[src/rtl/resp_ring_pkg.sv]
package resp_ring_pkg;
  typedef enum logic [1:0] {
    PH_IDLE  = 2'd0,
    PH_WORD0 = 2'd1,
    PH_WORD1 = 2'd2
  } wr_phase_e;
endpackage

[src/rtl/resp_imm_slot.sv]
module resp_imm_slot #(
  parameter int DATA_W = 32,
  parameter int CAD_W  = 4
) (
  input  logic              clk,
  input  logic              rst_n,
  input  logic              take,
  input  logic [DATA_W-1:0] take_data,
  input  logic [CAD_W-1:0]  take_cad,
  input  logic              issue,
  input  logic              valid_clr,
  output logic              busy,
  output logic              valid,
  output logic [DATA_W-1:0] resp,
  output logic [CAD_W-1:0]  cad
);
  always_ff @(posedge clk) begin
    if (!rst_n) begin
      busy  <= 1'b0;
      valid <= 1'b0;
      resp  <= '0;
      cad   <= '0;
    end else begin
      if (take) begin
        resp <= take_data;
        cad  <= take_cad;
      end
      // a new issue in the same cycle wins over the completion
      if (issue)     busy <= 1'b1;
      else if (take) busy <= 1'b0;
      if (take)           valid <= 1'b1;
      else if (valid_clr) valid <= 1'b0;
    end
  end
endmodule

[src/rtl/resp_ring_wseq.sv]
module resp_ring_wseq
  import resp_ring_pkg::*;
#(
  parameter int DATA_W = 32,
  parameter int ADDR_W = 32,
  parameter int PTR_W  = 8,
  parameter int CAD_W  = 4
) (
  input  logic              clk,
  input  logic              rst_n,
  input  logic              rsp_valid,
  input  logic [DATA_W-1:0] rsp_data,
  input  logic              rsp_unsol,
  input  logic [CAD_W-1:0]  rsp_cad,
  input  logic              imm_busy,
  input  logic              dma_en,
  input  logic [ADDR_W-1:0] ring_base,
  input  logic              wp_reset,
  input  logic              mem_wr_ready,
  output logic              rsp_ready,
  output logic              mem_wr_en,
  output logic [ADDR_W-1:0] mem_wr_addr,
  output logic [DATA_W-1:0] mem_wr_data,
  output logic [PTR_W-1:0]  wp,
  output logic              ev_accept_ring,
  output logic              ev_drop,
  output logic              ev_imm_take,
  output logic              ev_word0_done,
  output logic              ev_entry_done
);
  localparam int WORD_BYTES  = DATA_W / 8;
  localparam int ENTRY_SHIFT = $clog2(2 * WORD_BYTES);
  localparam int UNSOL_BIT   = CAD_W;

  function automatic logic [ADDR_W-1:0] slot_addr(input logic [ADDR_W-1:0] base,
                                                  input logic [PTR_W-1:0]  ptr);
    logic [ADDR_W-1:0] ofs;
    ofs = ADDR_W'(ptr) << ENTRY_SHIFT;
    return base + ofs;
  endfunction

  function automatic logic [DATA_W-1:0] desc_word(input logic             unsol,
                                                  input logic [CAD_W-1:0] c);
    logic [DATA_W-1:0] w;
    w = '0;
    w[CAD_W-1:0] = c;
    w[UNSOL_BIT] = unsol;
    return w;
  endfunction

  wr_phase_e         phase;
  logic [DATA_W-1:0] word0_q, word1_q;
  logic [ADDR_W-1:0] addr_q;
  logic [PTR_W-1:0]  wp_next;
  logic              accept;

  assign rsp_ready      = (phase == PH_IDLE);
  assign accept         = rsp_valid && rsp_ready;
  assign ev_imm_take    = accept && imm_busy;
  assign ev_drop        = accept && !imm_busy && !dma_en;
  assign ev_accept_ring = accept && !imm_busy && dma_en;
  assign wp_next        = wp + PTR_W'(1);
  assign ev_word0_done  = (phase == PH_WORD0) && mem_wr_ready;
  assign ev_entry_done  = (phase == PH_WORD1) && mem_wr_ready;

  assign mem_wr_en   = (phase != PH_IDLE);
  assign mem_wr_addr = addr_q;
  assign mem_wr_data = (phase == PH_WORD1) ? word1_q : word0_q;

  always_ff @(posedge clk) begin
    if (!rst_n) begin
      phase   <= PH_IDLE;
      wp      <= '0;
      addr_q  <= '0;
      word0_q <= '0;
      word1_q <= '0;
    end else begin
      if (wp_reset)            wp <= '0;
      else if (ev_accept_ring) wp <= wp_next;
      case (phase)
        PH_IDLE: begin
          if (ev_accept_ring) begin
            addr_q  <= slot_addr(ring_base, wp_next);
            word0_q <= rsp_data;
            word1_q <= desc_word(rsp_unsol, rsp_cad);
            phase   <= PH_WORD0;
          end
        end
        PH_WORD0: begin
          if (mem_wr_ready) begin
            addr_q <= addr_q + ADDR_W'(WORD_BYTES);
            phase  <= PH_WORD1;
          end
        end
        PH_WORD1: begin
          if (mem_wr_ready) phase <= PH_IDLE;
        end
        default: phase <= PH_IDLE;
      endcase
    end
  end
endmodule

[src/rtl/resp_coalesce.sv]
module resp_coalesce #(
  parameter int CNT_W = 8
) (
  input  logic             clk,
  input  logic             rst_n,
  input  logic             entry_done,
  input  logic             irq_en,
  input  logic             cmd_empty,
  input  logic [CNT_W-1:0] threshold,
  input  logic             sts_clear,
  output logic [CNT_W-1:0] count,
  output logic             irq,
  output logic             fetch_allow,
  output logic             fetch_restart
);
  function automatic logic [CNT_W-1:0] next_count(input logic [CNT_W-1:0] cur,
                                                  input logic             clr,
                                                  input logic             inc);
    logic [CNT_W-1:0] b;
    b = clr ? '0 : cur;
    return b + CNT_W'(inc);
  endfunction

  logic             clear_ok;
  logic [CNT_W-1:0] count_nx;
  logic             raise;

  assign clear_ok      = sts_clear && irq;
  assign count_nx      = next_count(count, clear_ok, entry_done);
  assign raise         = entry_done && irq_en && ((count_nx == threshold) || cmd_empty);
  assign fetch_allow   = (count != threshold);
  assign fetch_restart = clear_ok;

  always_ff @(posedge clk) begin
    if (!rst_n) begin
      count <= '0;
      irq   <= 1'b0;
    end else begin
      count <= count_nx;
      irq   <= raise || (irq && !clear_ok);
    end
  end
endmodule

[src/rtl/resp_ring_engine.sv]
module resp_ring_engine #(
  parameter int DATA_W = 32,
  parameter int ADDR_W = 32,
  parameter int PTR_W  = 8,
  parameter int CNT_W  = 8,
  parameter int CAD_W  = 4
) (
  input  logic              clk,
  input  logic              rst_n,
  input  logic              rsp_valid,
  output logic              rsp_ready,
  input  logic [DATA_W-1:0] rsp_data,
  input  logic              rsp_unsol,
  input  logic [CAD_W-1:0]  rsp_cad,
  output logic              mem_wr_en,
  output logic [ADDR_W-1:0] mem_wr_addr,
  output logic [DATA_W-1:0] mem_wr_data,
  input  logic              mem_wr_ready,
  input  logic [ADDR_W-1:0] ring_base,
  input  logic              ring_dma_en,
  input  logic              ring_irq_en,
  input  logic [CNT_W-1:0]  irq_threshold,
  input  logic              wp_reset,
  input  logic              cmd_ring_empty,
  input  logic              sts_clear,
  input  logic              imm_issue,
  input  logic              imm_valid_clr,
  output logic [PTR_W-1:0]  wp_out,
  output logic [CNT_W-1:0]  resp_count,
  output logic              irq_sts,
  output logic              fetch_allow,
  output logic              fetch_restart,
  output logic [DATA_W-1:0] imm_resp,
  output logic              imm_busy,
  output logic              imm_valid,
  output logic [CAD_W-1:0]  imm_cad
);
  logic ev_accept_ring, ev_drop, ev_imm_take, ev_word0_done, ev_entry_done;

  resp_ring_wseq #(
    .DATA_W(DATA_W), .ADDR_W(ADDR_W), .PTR_W(PTR_W), .CAD_W(CAD_W)
  ) u_wseq (
    .clk(clk), .rst_n(rst_n),
    .rsp_valid(rsp_valid), .rsp_data(rsp_data), .rsp_unsol(rsp_unsol), .rsp_cad(rsp_cad),
    .imm_busy(imm_busy), .dma_en(ring_dma_en), .ring_base(ring_base),
    .wp_reset(wp_reset), .mem_wr_ready(mem_wr_ready),
    .rsp_ready(rsp_ready), .mem_wr_en(mem_wr_en), .mem_wr_addr(mem_wr_addr),
    .mem_wr_data(mem_wr_data), .wp(wp_out),
    .ev_accept_ring(ev_accept_ring), .ev_drop(ev_drop), .ev_imm_take(ev_imm_take),
    .ev_word0_done(ev_word0_done), .ev_entry_done(ev_entry_done)
  );

  resp_coalesce #(.CNT_W(CNT_W)) u_coalesce (
    .clk(clk), .rst_n(rst_n),
    .entry_done(ev_entry_done), .irq_en(ring_irq_en), .cmd_empty(cmd_ring_empty),
    .threshold(irq_threshold), .sts_clear(sts_clear),
    .count(resp_count), .irq(irq_sts), .fetch_allow(fetch_allow),
    .fetch_restart(fetch_restart)
  );

  resp_imm_slot #(.DATA_W(DATA_W), .CAD_W(CAD_W)) u_imm (
    .clk(clk), .rst_n(rst_n),
    .take(ev_imm_take), .take_data(rsp_data), .take_cad(rsp_cad),
    .issue(imm_issue), .valid_clr(imm_valid_clr),
    .busy(imm_busy), .valid(imm_valid), .resp(imm_resp), .cad(imm_cad)
  );
endmodule

[config.mk]
export PLATFORM = sky130hd
export DESIGN_NAME = resp_ring_engine
export DESIGN_NICKNAME = d
export VERILOG_FILES = /design/src/rtl/resp_ring_pkg.sv /design/src/rtl/resp_imm_slot.sv /design/src/rtl/resp_ring_wseq.sv /design/src/rtl/resp_coalesce.sv /design/src/rtl/resp_ring_engine.sv
export SDC_FILE = /design/constraint.sdc
export NUM_CORES = 1
export LEC_CHECK = 0
export BUFFER_PORTS_ARGS = -buffer_cell sky130_fd_sc_hd__buf_2
export CAP_MARGIN = 20
export CORE_MARGIN = 3
export CORE_UTILIZATION = 45
export CTS_CLUSTER_SIZE = 30
export DETAILED_ROUTE_END_ITERATION = 7
export GPL_TIMING_DRIVEN = 0
export PLACE_DENSITY = 0.68
export SLEW_MARGIN = 30
export SYNTH_ARGS = -nofsm -noshare
export SYNTH_HDL_FRONTEND = slang
export SYNTH_SLANG_ARGS = --single-unit
[constraint.sdc]
create_clock -name clk -period 6.8 [get_ports clk]
set_clock_uncertainty 0.1 [all_clocks]
set_input_delay 1.02 -clock clk [delete_from_list [all_inputs] [get_ports clk]]
set_output_delay 1.02 -clock clk [all_outputs]
set_load 0.01 [all_outputs]
==> qor.csv, run 1 <==
metric,value,unit
die height,128,um
max_slew headroom,39.4,%
initial antenna violation count,1,
CP top delay family,simple AND/OR/NAND/NOR gates,
hold path start,u_imm.resp[31],
Logic pwr share,12.5,%
Commonest cells post-synth,"196 x nand2_1, 126 x dfxtp_1, 122 x a21oi_1",
register area share after synthesis,37.8,%
pwr/cell area,230,nW/um^2
GRT Resource Usage Total,26.6,%
sequential share of power,40.6,%
Peak Freq,281,MHz
cell with the most instances after synthesis,nand2_1,
Internal,1.42,mW
synth unique cells,65,
htree depth,4,
IO Pins,211,
asr flop ratio synth,0,%
Critical R2R Capture,u_wseq.mem_wr_addr[28],
CP Data Required Time,6.98,ns
critical path peak fanout,6,
routed vias/inst,5.57,
final setup fails,0,
GRT Residual Overflow,0,
hold_buf cts,0,
Die Area,16300,um^2
fin cells,1299,
final worst path period share,52.3,%
Root Driver,clkbuf_16,
critical path class,reg -> reg,
Worst Tran Pin Value,0.901,ns
Inserted Diodes,0,
worst path arrival time,3.73,ns
"EDFF count, synth",0,
"top cells by area, synth","dfxtp_1 38%, nand2_1 11%, a21oi_1 9.2%, and2_1 3.3%, xnor2_1 3.0%",
via count,7230,
Buffers & Inverters on Critical Path,0,
post-cts resize count,0,
"Setup Fix Bufs, Post-CTS",0,
CP Launch Type,flop,
Worst Hold Class,reg -> reg,
P_leak,3.65,nW
R2R Path Start,u_wseq.wp[0],
DP HPWL,16.4,mm
syn avg cell area,7.59,um^2
first-pass GRT wire length,34.5,mm
WL final,22.1,mm
total negative slack,0,ns
clock tree buffer depth,2,
Initial Util,46.9,%
CP Capture Type,flop,
Synth top area share,37.8,%
RSZ-0062 raised after global routing,false,
min Tclk post-route,3.55,ns
delay of the slowest critical-path stage,0.60,ns
Clk pwr share,46.9,%
cells after synthesis,878,
critical path startpoint,u_wseq.wp[0],
Synth Flop Type,dfxtp_1,
Critical Path Sink,u_wseq.mem_wr_addr[28],
Site Rows,43,
share of layout cells above drive strength 1,24.0,%
DR WL/cell,17.0,um
largest net degree at the start of global routing,17,
total power,1.96,mW
synth warn,0,
final setup margin,3.25,ns
vias in the first global route,6718,
Die W,128,um
pre-CTS setup slack,3.30,ns
CP max-delay cell,nor3_1,
first-pass iteration count of the detailed router,7,
NetSw,0.538,mW
ANT nets after route,0,
Sw Ratio,27.4,%
Post-Place Cells,1267,
critical-path cell list,ha_1 > and3_1 > nand3_1 > xnor2_1 > ha_1 > nand3_1 > nor3_1 > o211ai_1 > nor3_1 > mux2i_1 > a31oi_1,
Clock Sinks,126,
Worst-path clk slew,0.06,ns
VDD IR max,0.192,mV
"Slew Viols, Final",0,
worst reg2reg setup slack,3.25,ns
worst-skew pair later-pin latency,0.43,ns
CORE AREA,14200,um^2
DRT iter0 DRCs,541,
CTS tree,yes,
CTS Buf Count,17,
Yosys top cell by area,dfxtp_1,
drt drc,0,
cell depth of the worst setup path,11,
max cap viols,0,
reg2reg path depth,11,
GP Congestion,0.902,
Synth Register Bits,126,
Hold Fails Final Rpt,0,
"Cell Area, Synth",6670,um^2
I/O Buffers,209,
status,"finished, final reports clean",
fin nets,1207,
Layout area overhead,27.9,%
syn_nets,979,
Hold Path Cell Cnt,2,
-- cell usage in the layout, fill, tap and decap left out, types with 21 or more instances in the layout --
cell type	n
a21oi_1	122
and2_1	35
buf_2	217
clkbuf_1	34
dfxtp_1	126
nand2_1	196
nand3_1	35
nor2_1	49
nor3_1	21
o21ai_0	28
xnor2_1	23
xor2_1	22
-- area by class of cell --
| class | count | area, um^2 |
|---|---|---|
| fill | 1399 | 5670 |
| multi-input combinational | 686 | 3880 |
| sequential | 126 | 2520 |
| timing repair buffer | 209 | 1050 |
| clock buffer | 19 | 453 |
| tap | 180 | 225 |
| buffer | 46 | 186 |
| clock inverter | 13 | 139 |
| inverter | 20 | 75.1 |
-- how the worst min path moves through the flow --
stage,to,slack (ns)
2_1_floorplan,u_wseq.word0_q[10],0.33
3_3_place_gp,u_wseq.word0_q[15],0.34
3_5_place_dp,u_wseq.word0_q[14],0.34
4_1_cts,u_wseq.word0_q[14],0.35
5_1_grt,u_wseq.word0_q[0],0.37
6_report,u_imm.resp[31],0.35
-- metal layers --
metal  part of all wire, %  vias to the layer above  global-route usage [%]
met2                    46                      287                    42.7
met1                    43                     3351                    34.8
met5                 0.032                        -                       0
met4                   2.5                        2                    8.80
li1                      -                     3545                       -
met3                   8.2                       45                    7.17
-- worst min-delay path, cell delays in order (launching register included) --
cell     delay (ns)
dfxtp_1        0.30
nand2_1        0.05
a21oi_1        0.05
-- registers in the layout, summed over array words and instances, names as in the netlist --
signal,count
u_coalesce.count,8
u_coalesce.irq,1
u_imm.busy,1
u_imm.cad,4
u_imm.resp,32
u_imm.valid,1
u_wseq.mem_wr_addr,32
u_wseq.phase,2
u_wseq.word0_q,32
u_wseq.word1_q,5
u_wseq.wp,8
-- cells by family (layout without fill, tap and decap cells) --
group / after synthesis / after routing / synth area share [%]
AND/OR/NAND/NOR: 393 / 393 / 27.9
AO/OA/AOI/OAI: 225 / 225 / 20.3
flip-flops: 126 / 126 / 37.8
buffers and inverters: 66 / 307 / 3.92
XOR/XNOR: 45 / 45 / 5.91
adder cells (fa/ha/maj): 13 / 13 / 2.55
multiplexers: 10 / 10 / 1.61
-- power groups by stage --
stage / logic, mW / clock network (mW) / registers, mW
2_1_floorplan: 0.124 / 0 / 0.817
3_3_place_gp: 0.243 / 0 / 0.811
5_1_grt: 0.271 / 0.962 / 0.801
6_report: 0.246 / 0.919 / 0.796
3_5_place_dp: 0.244 / 0 / 0.811
4_1_cts: 0.245 / 0.924 / 0.796
-- stage by stage --
stage	hold slack, ns	utilization, %	area (um^2)
floorplan	0.332	-	6670
global placement	0.337	55.9	7940
detailed placement	0.343	55.9	7940
CTS	0.351	60.1	8530
global route	0.367	60.1	8530
finish	0.350	60.1	8530
(Power assumes the default switching activity.)
==> inputs of run 2 (changes only) <==
--- a/config.mk
+++ b/config.mk
@@ -5,6 +5,7 @@
 export SDC_FILE = /design/constraint.sdc
 export NUM_CORES = 1
 export LEC_CHECK = 0
+export ABC_AREA = 1
 export BUFFER_PORTS_ARGS = -buffer_cell sky130_fd_sc_hd__buf_2
 export CAP_MARGIN = 20
 export CORE_MARGIN = 3
@@ -12,7 +13,7 @@
 export CTS_CLUSTER_SIZE = 30
 export DETAILED_ROUTE_END_ITERATION = 7
 export GPL_TIMING_DRIVEN = 0
-export PLACE_DENSITY = 0.68
+export PLACE_DENSITY = 0.7
 export SLEW_MARGIN = 30
 export SYNTH_ARGS = -nofsm -noshare
 export SYNTH_HDL_FRONTEND = slang
==> constraint.sdc (replaced) <==
create_clock -name clk -period 3 [get_ports clk]
set_clock_uncertainty 0.1 [all_clocks]
set_input_delay 0.45 -clock clk [delete_from_list [all_inputs] [get_ports clk]]
set_output_delay 0.45 -clock clk [all_outputs]
set_load 0.01 [all_outputs]
==> run 2 against run 1 <==
Compared with the run above:
- final cell count up 18%
- clock power up 130%
- sequential power up 130%
- largest power group unchanged
==> qor.csv, run 2 <==
metric,value,unit
status,"finished, final reports clean",
CTS Buf Count,17,
Die Area,17400,um^2
cell with the most instances after synthesis,nand2_1,
Critical R2R Capture,u_wseq.mem_wr_addr[17],
R2R Path Start,u_wseq.wp[1],
min Tclk post-route,2.82,ns
vias in the first global route,7323,
pwr/cell area,518,nW/um^2
GP Congestion,0.948,
die height,132,um
area post-placement,8440,um^2
drt drc,0,
GRT Residual Overflow,0,
DP HPWL,18.4,mm
htree depth,4,
max cap viols,0,
initial antenna violation count,2,
Yosys top cell by area,dfxtp_1,
final setup fails,0,
hold path start,rsp_unsol,
P_leak,4.36,nW
syn avg cell area,6.58,um^2
Clock Sinks,126,
syn_nets,1184,
final worst path period share,94.1,%
DRT iter0 DRCs,503,
"Slew Viols, Final",0,
CTS tree,yes,
Initial Util,46.4,%
Layout area overhead,28.3,%
"Setup Fix Bufs, Post-CTS",0,
Site Rows,45,
Hold Fails Final Rpt,0,
Worst Hold Class,in -> reg,
"Cell Area, Synth",7130,um^2
worst reg2reg setup slack,0.18,ns
Peak Freq,354,MHz
"commonest non-fill, non-tap cell in the layout",buf_2,
share of layout cells above drive strength 1,22.6,%
delay of the slowest critical-path stage,0.39,ns
post-route cell area,9140,um^2
DR WL/cell,15.6,um
IO Pins,211,
critical path class,reg -> reg,
"top cells by area, synth","dfxtp_1 35%, nand2_1 9.4%, a21oi_1 8.6%, inv_1 8.5%, o21ai_0 7.7%",
worst path arrival time,3.01,ns
VDD IR max,0.479,mV
CORE AREA,15400,um^2
CP Capture Type,flop,
Commonest cells post-synth,"179 x nand2_1, 162 x inv_1, 126 x dfxtp_1",
Synth Flop Type,dfxtp_1,
CP Launch Type,flop,
Worst Tran Pin Value,0.686,ns
via count,7994,
Critical Path Sink,u_wseq.mem_wr_addr[17],
cell depth of the worst setup path,14,
post-cts resize count,1,
reg2reg path depth,14,
first-pass iteration count of the detailed router,5,
fin nets,1413,
"EDFF count, synth",0,
Buffers & Inverters on Critical Path,1,
routed vias/inst,5.20,
total negative slack,0,ns
register area share after synthesis,35.4,%
critical path startpoint,u_wseq.wp[1],
Synth top area share,35.4,%
CP dominant cell by count,a21oi_1,
cells after synthesis,1083,
GRT Resource Usage Total,26.8,%
synth unique cells,45,
Synth Register Bits,126,
Worst-path clk slew,0.06,ns
most frequent cells in the layout,"220 x buf_2, 178 x nand2_1, 162 x inv_1",
CP Data Required Time,3.19,ns
largest net degree at the start of global routing,17,
synth warn,0,
clock tree buffer depth,2,
critical-path cell list,nand3_1 > nand3b_1 > nor2_1 > nand2_1 > xor2_1 > inv_1 > ha_4 > a21oi_1 > or2_2 > nor2_1 > a21oi_1 > and2_1 > o21ai_0 > a21oi_1,
Die W,132,um
asr flop ratio synth,0,%
worst-skew pair later-pin latency,0.42,ns
max_slew headroom,54.1,%
CP max-delay cell,dfxtp_1,
I/O Buffers,210,
CP top delay family,simple AND/OR/NAND/NOR gates,
hold_buf cts,0,
WL final,23.9,mm
critical path peak fanout,5,
Root Driver,clkbuf_16,
RSZ-0062 raised after global routing,false,
ANT nets after route,0,
first-pass GRT wire length,37.8,mm
run 2: how the worst min path moves through the flow:
stage | to | slack, ns | cells past startpoint
floorplan | u_wseq.word0_q[10] | 0.33 | 2
global placement | u_imm.cad[1] | 0.33 | 2
detailed placement | u_imm.cad[3] | 0.33 | 2
CTS | u_wseq.word1_q[4] | 0.15 | 3
global route | u_wseq.word1_q[4] | 0.18 | 3
finish | u_wseq.word1_q[4] | 0.15 | 3
run 2: metal layers:
metal | global-route usage [%] | share of wire [%] | vias to the layer above
li1 | - | - | 4005
met1 | 35.6 | 45 | 3659
met2 | 41.8 | 45 | 284
met3 | 7.06 | 7.6 | 46
met4 | 10.3 | 2.8 | 0
met5 | 0 | 0 | -
run 2: final cells by class:
cell class	instances	area (um^2)
fillers	1521	6230
multi-input cells	747	3870
flip-flops and latches	126	2520
repair buffers	210	1050
inverters	168	633
clock buffers	20	457
well taps	211	264
plain buffers	42	179
clock inverters	12	159
diodes	2	5.00
run 2: kinds of logic (layout without fill, tap and decap cells):
group	after synthesis	after routing	share of synthesized area, %
buffers and inverters	210	452	11.4
AO/OA/AOI/OAI	276	276	20.3
adder cells (fa/ha/maj)	13	13	2.39
flip-flops	126	126	35.4
other	0	2	0
XOR/XNOR	25	25	3.07
AND/OR/NAND/NOR	433	433	27.4
run 2: worst register-to-register path, stage by stage, from the launching register on:
cell	delay, ns
dfxtp_1	0.39
nand3_1	0.13
nand3b_1	0.20
nor2_1	0.10
nand2_1	0.06
xor2_1	0.18
inv_1	0.10
ha_4	0.30
a21oi_1	0.10
or2_2	0.30
nor2_1	0.14
a21oi_1	0.07
and2_1	0.14
o21ai_0	0.27
a21oi_1	0.11
run 2: report_power, final:
part           switching [mW]  internal (mW)
Combinational           0.459          0.271
Sequential             0.0879           1.78
Clock                   0.784           1.36
run 2: per-stage QoR:
| step | cells | hold slack, ns | power [mW] | util, % | setup WS [ns] |
|---|---|---|---|---|---|
| floorplan | 1083 | 0.330 | 2.29 | - | 0.410 |
| global placement | 1504 | 0.331 | 2.60 | 54.9 | -0.00768 |
| detailed placement | 1504 | 0.332 | 2.61 | 54.9 | -0.0129 |
| CTS | 1536 | 0.146 | 4.75 | 58.9 | 0.0208 |
| global route | 1538 | 0.180 | 4.92 | 59.5 | 0.0124 |
| finish | 1538 | 0.154 | 4.74 | 59.5 | 0.177 |
==> inputs of run 3 (changes only) <==
--- a/config.mk
+++ b/config.mk
@@ -10,6 +10,7 @@
 export CAP_MARGIN = 20
 export CORE_MARGIN = 3
 export CORE_UTILIZATION = 45
+export CTS_BUF_LIST = sky130_fd_sc_hd__clkbuf_4
 export CTS_CLUSTER_SIZE = 30
 export DETAILED_ROUTE_END_ITERATION = 7
 export GPL_TIMING_DRIVEN = 0
==> run 3 against run 2 <==
Compared with the run above:
- via count is 0.19% higher
- sequential power is essentially flat
- non-clock buffer count grew 1
- wire length is 0.62% lower
- power fell by 19%
- sequential share of layout area grew 0.87 points
- first-iteration DRC count is 11% higher
- critical endpoint is now u_wseq.mem_wr_addr[12]
==> qor.csv, run 3 (synthesized netlist as in run 2, its figures left out) <==
metric,value,unit
status,"finished, final reports clean",
Hold Fails Final Rpt,0,
vias in the first global route,7196,
DR WL/cell,15.4,um
Root Driver,clkbuf_4,
total negative slack,0,ns
CP Data Required Time,3.32,ns
IO Pins,211,
Post-Place Cells,1504,
max_slew headroom,56.8,%
I/O Buffers,210,
drt drc,0,
CTS tree,yes,
fin cells,1539,
WL final,23.8,mm
RSZ-0062 raised after global routing,true,
Worst Tran Pin Value,0.645,ns
CTS Buf Count,17,
Die W,132,um
Worst-path clk slew,0.11,ns
share of layout cells above drive strength 1,22.8,%
pwr/cell area,434,nW/um^2
Layout area overhead,24.6,%
Site Rows,45,
pre-CTS setup slack,-0.0129,ns
first-pass iteration count of the detailed router,7,
final setup fails,0,
GRT Resource Usage Total,26.4,%
critical path peak fanout,5,
CORE AREA,15400,um^2
VDD IR max,0.238,mV
via count,8009,
largest net degree at the start of global routing,17,
P_leak,4.24,nW
DRT iter0 DRCs,556,
initial antenna violation count,1,
"Setup Fix Bufs, Post-CTS",0,
htree depth,4,
CP Launch Type,flop,
die height,132,um
CP Capture Type,flop,
worst path arrival time,3.22,ns
worst-skew pair later-pin latency,0.54,ns
routed vias/inst,5.20,
Initial Util,46.4,%
final setup margin,0.107,ns
Die Area,17400,um^2
fill count,1558,
most frequent cells in the layout,"220 x buf_2, 177 x nand2_1, 162 x inv_1",
first-pass GRT wire length,37.2,mm
GRT Residual Overflow,0,
Clock Sinks,126,
final worst path period share,96.4,%
WHS,0.0370,ns
max cap viols,0,
clock tree buffer depth,2,
"commonest non-fill, non-tap cell in the layout",buf_2,
critical path class,reg -> reg,
DP HPWL,18.4,mm
ANT nets after route,0,
fin nets,1415,
Peak Freq,346,MHz
Worst Hold Class,in -> reg,
"Slew Viols, Final",0,
GP Congestion,0.948,
min Tclk post-route,2.89,ns
## run 3: per-layer routing
| metal | routed length [um] | global-route usage (%) | vias to the layer above | part of all wire [%] |
|---|---|---|---|---|
| li1 | - | - | 4007 | - |
| met1 | 10600 | 35.3 | 3665 | 45 |
| met2 | 10700 | 41.3 | 291 | 45 |
| met3 | 1850 | 7.06 | 46 | 7.8 |
| met4 | 610 | 9.10 | 0 | 2.6 |
| met5 | 0 | 0 | - | 0 |
## run 3: worst paths after layout
kind	cells past startpoint	endpoint	slack (ns)	from
setup / recovery	12	u_wseq.mem_wr_addr[12]	0.11	u_wseq.wp[0]
hold / removal	3	u_imm.busy	0.04	imm_issue
setup reg to reg	12	u_wseq.mem_wr_addr[12]	0.11	u_wseq.wp[0]
hold reg to reg	2	u_imm.resp[25]	0.35	u_imm.resp[25]
## run 3: per-stage QoR
| stage | power (mW) | instance area (um^2) | util, % |
|---|---|---|---|
| 2_1_floorplan | 2.29 | 7130 | - |
| 3_3_place_gp | 2.60 | 8440 | 54.9 |
| 3_5_place_dp | 2.61 | 8440 | 54.9 |
| 4_1_cts | 3.86 | 8760 | 57.0 |
| 5_1_grt | 4.04 | 8880 | 57.8 |
| 6_report | 3.86 | 8880 | 57.8 |
## run 3: worst max-delay path, cell delays in order, from the launching register on
cell,delay (ns)
dfxtp_4,0.38
ha_1,0.19
nand3_1,0.11
nand3b_1,0.22
xnor2_2,0.28
ha_4,0.26
a21oi_1,0.18
nand2_1,0.11
a21oi_4,0.30
o21ai_4,0.14
or2_2,0.29
a21oi_1,0.14
a21oi_1,0.08
## run 3: cell type report
cell class              instances  area (um^2)  area share, %
clock inverters                14          166           1.87
well taps                     211          264           2.97
plain buffers                  42          179           2.02
diodes                          1         2.50         0.0282
inverters                     168          633           7.13
multi-input cells             748         3910           44.0
clock buffers                  18          135           1.52
flip-flops and latches        126         2530           28.5
repair buffers                211         1060           12.0
## run 3: what timing repair did
item,4_1_cts,5_1_grt
hold endpoints to repair,1,0
gates resized for setup,1,23
endpoints found under the setup margin,1,18
pin swaps,0,2
cloned,0,1
hold buffers,1,0
## run 3: power by group
group          leakage (nW)  switching [mW]  internal, mW  total, mW
Sequential             1.03          0.0861          1.78       1.86
Combinational          3.05           0.461         0.273      0.734
Clock                 0.158           0.673         0.586       1.26
Total                  4.24            1.22          2.64       3.86
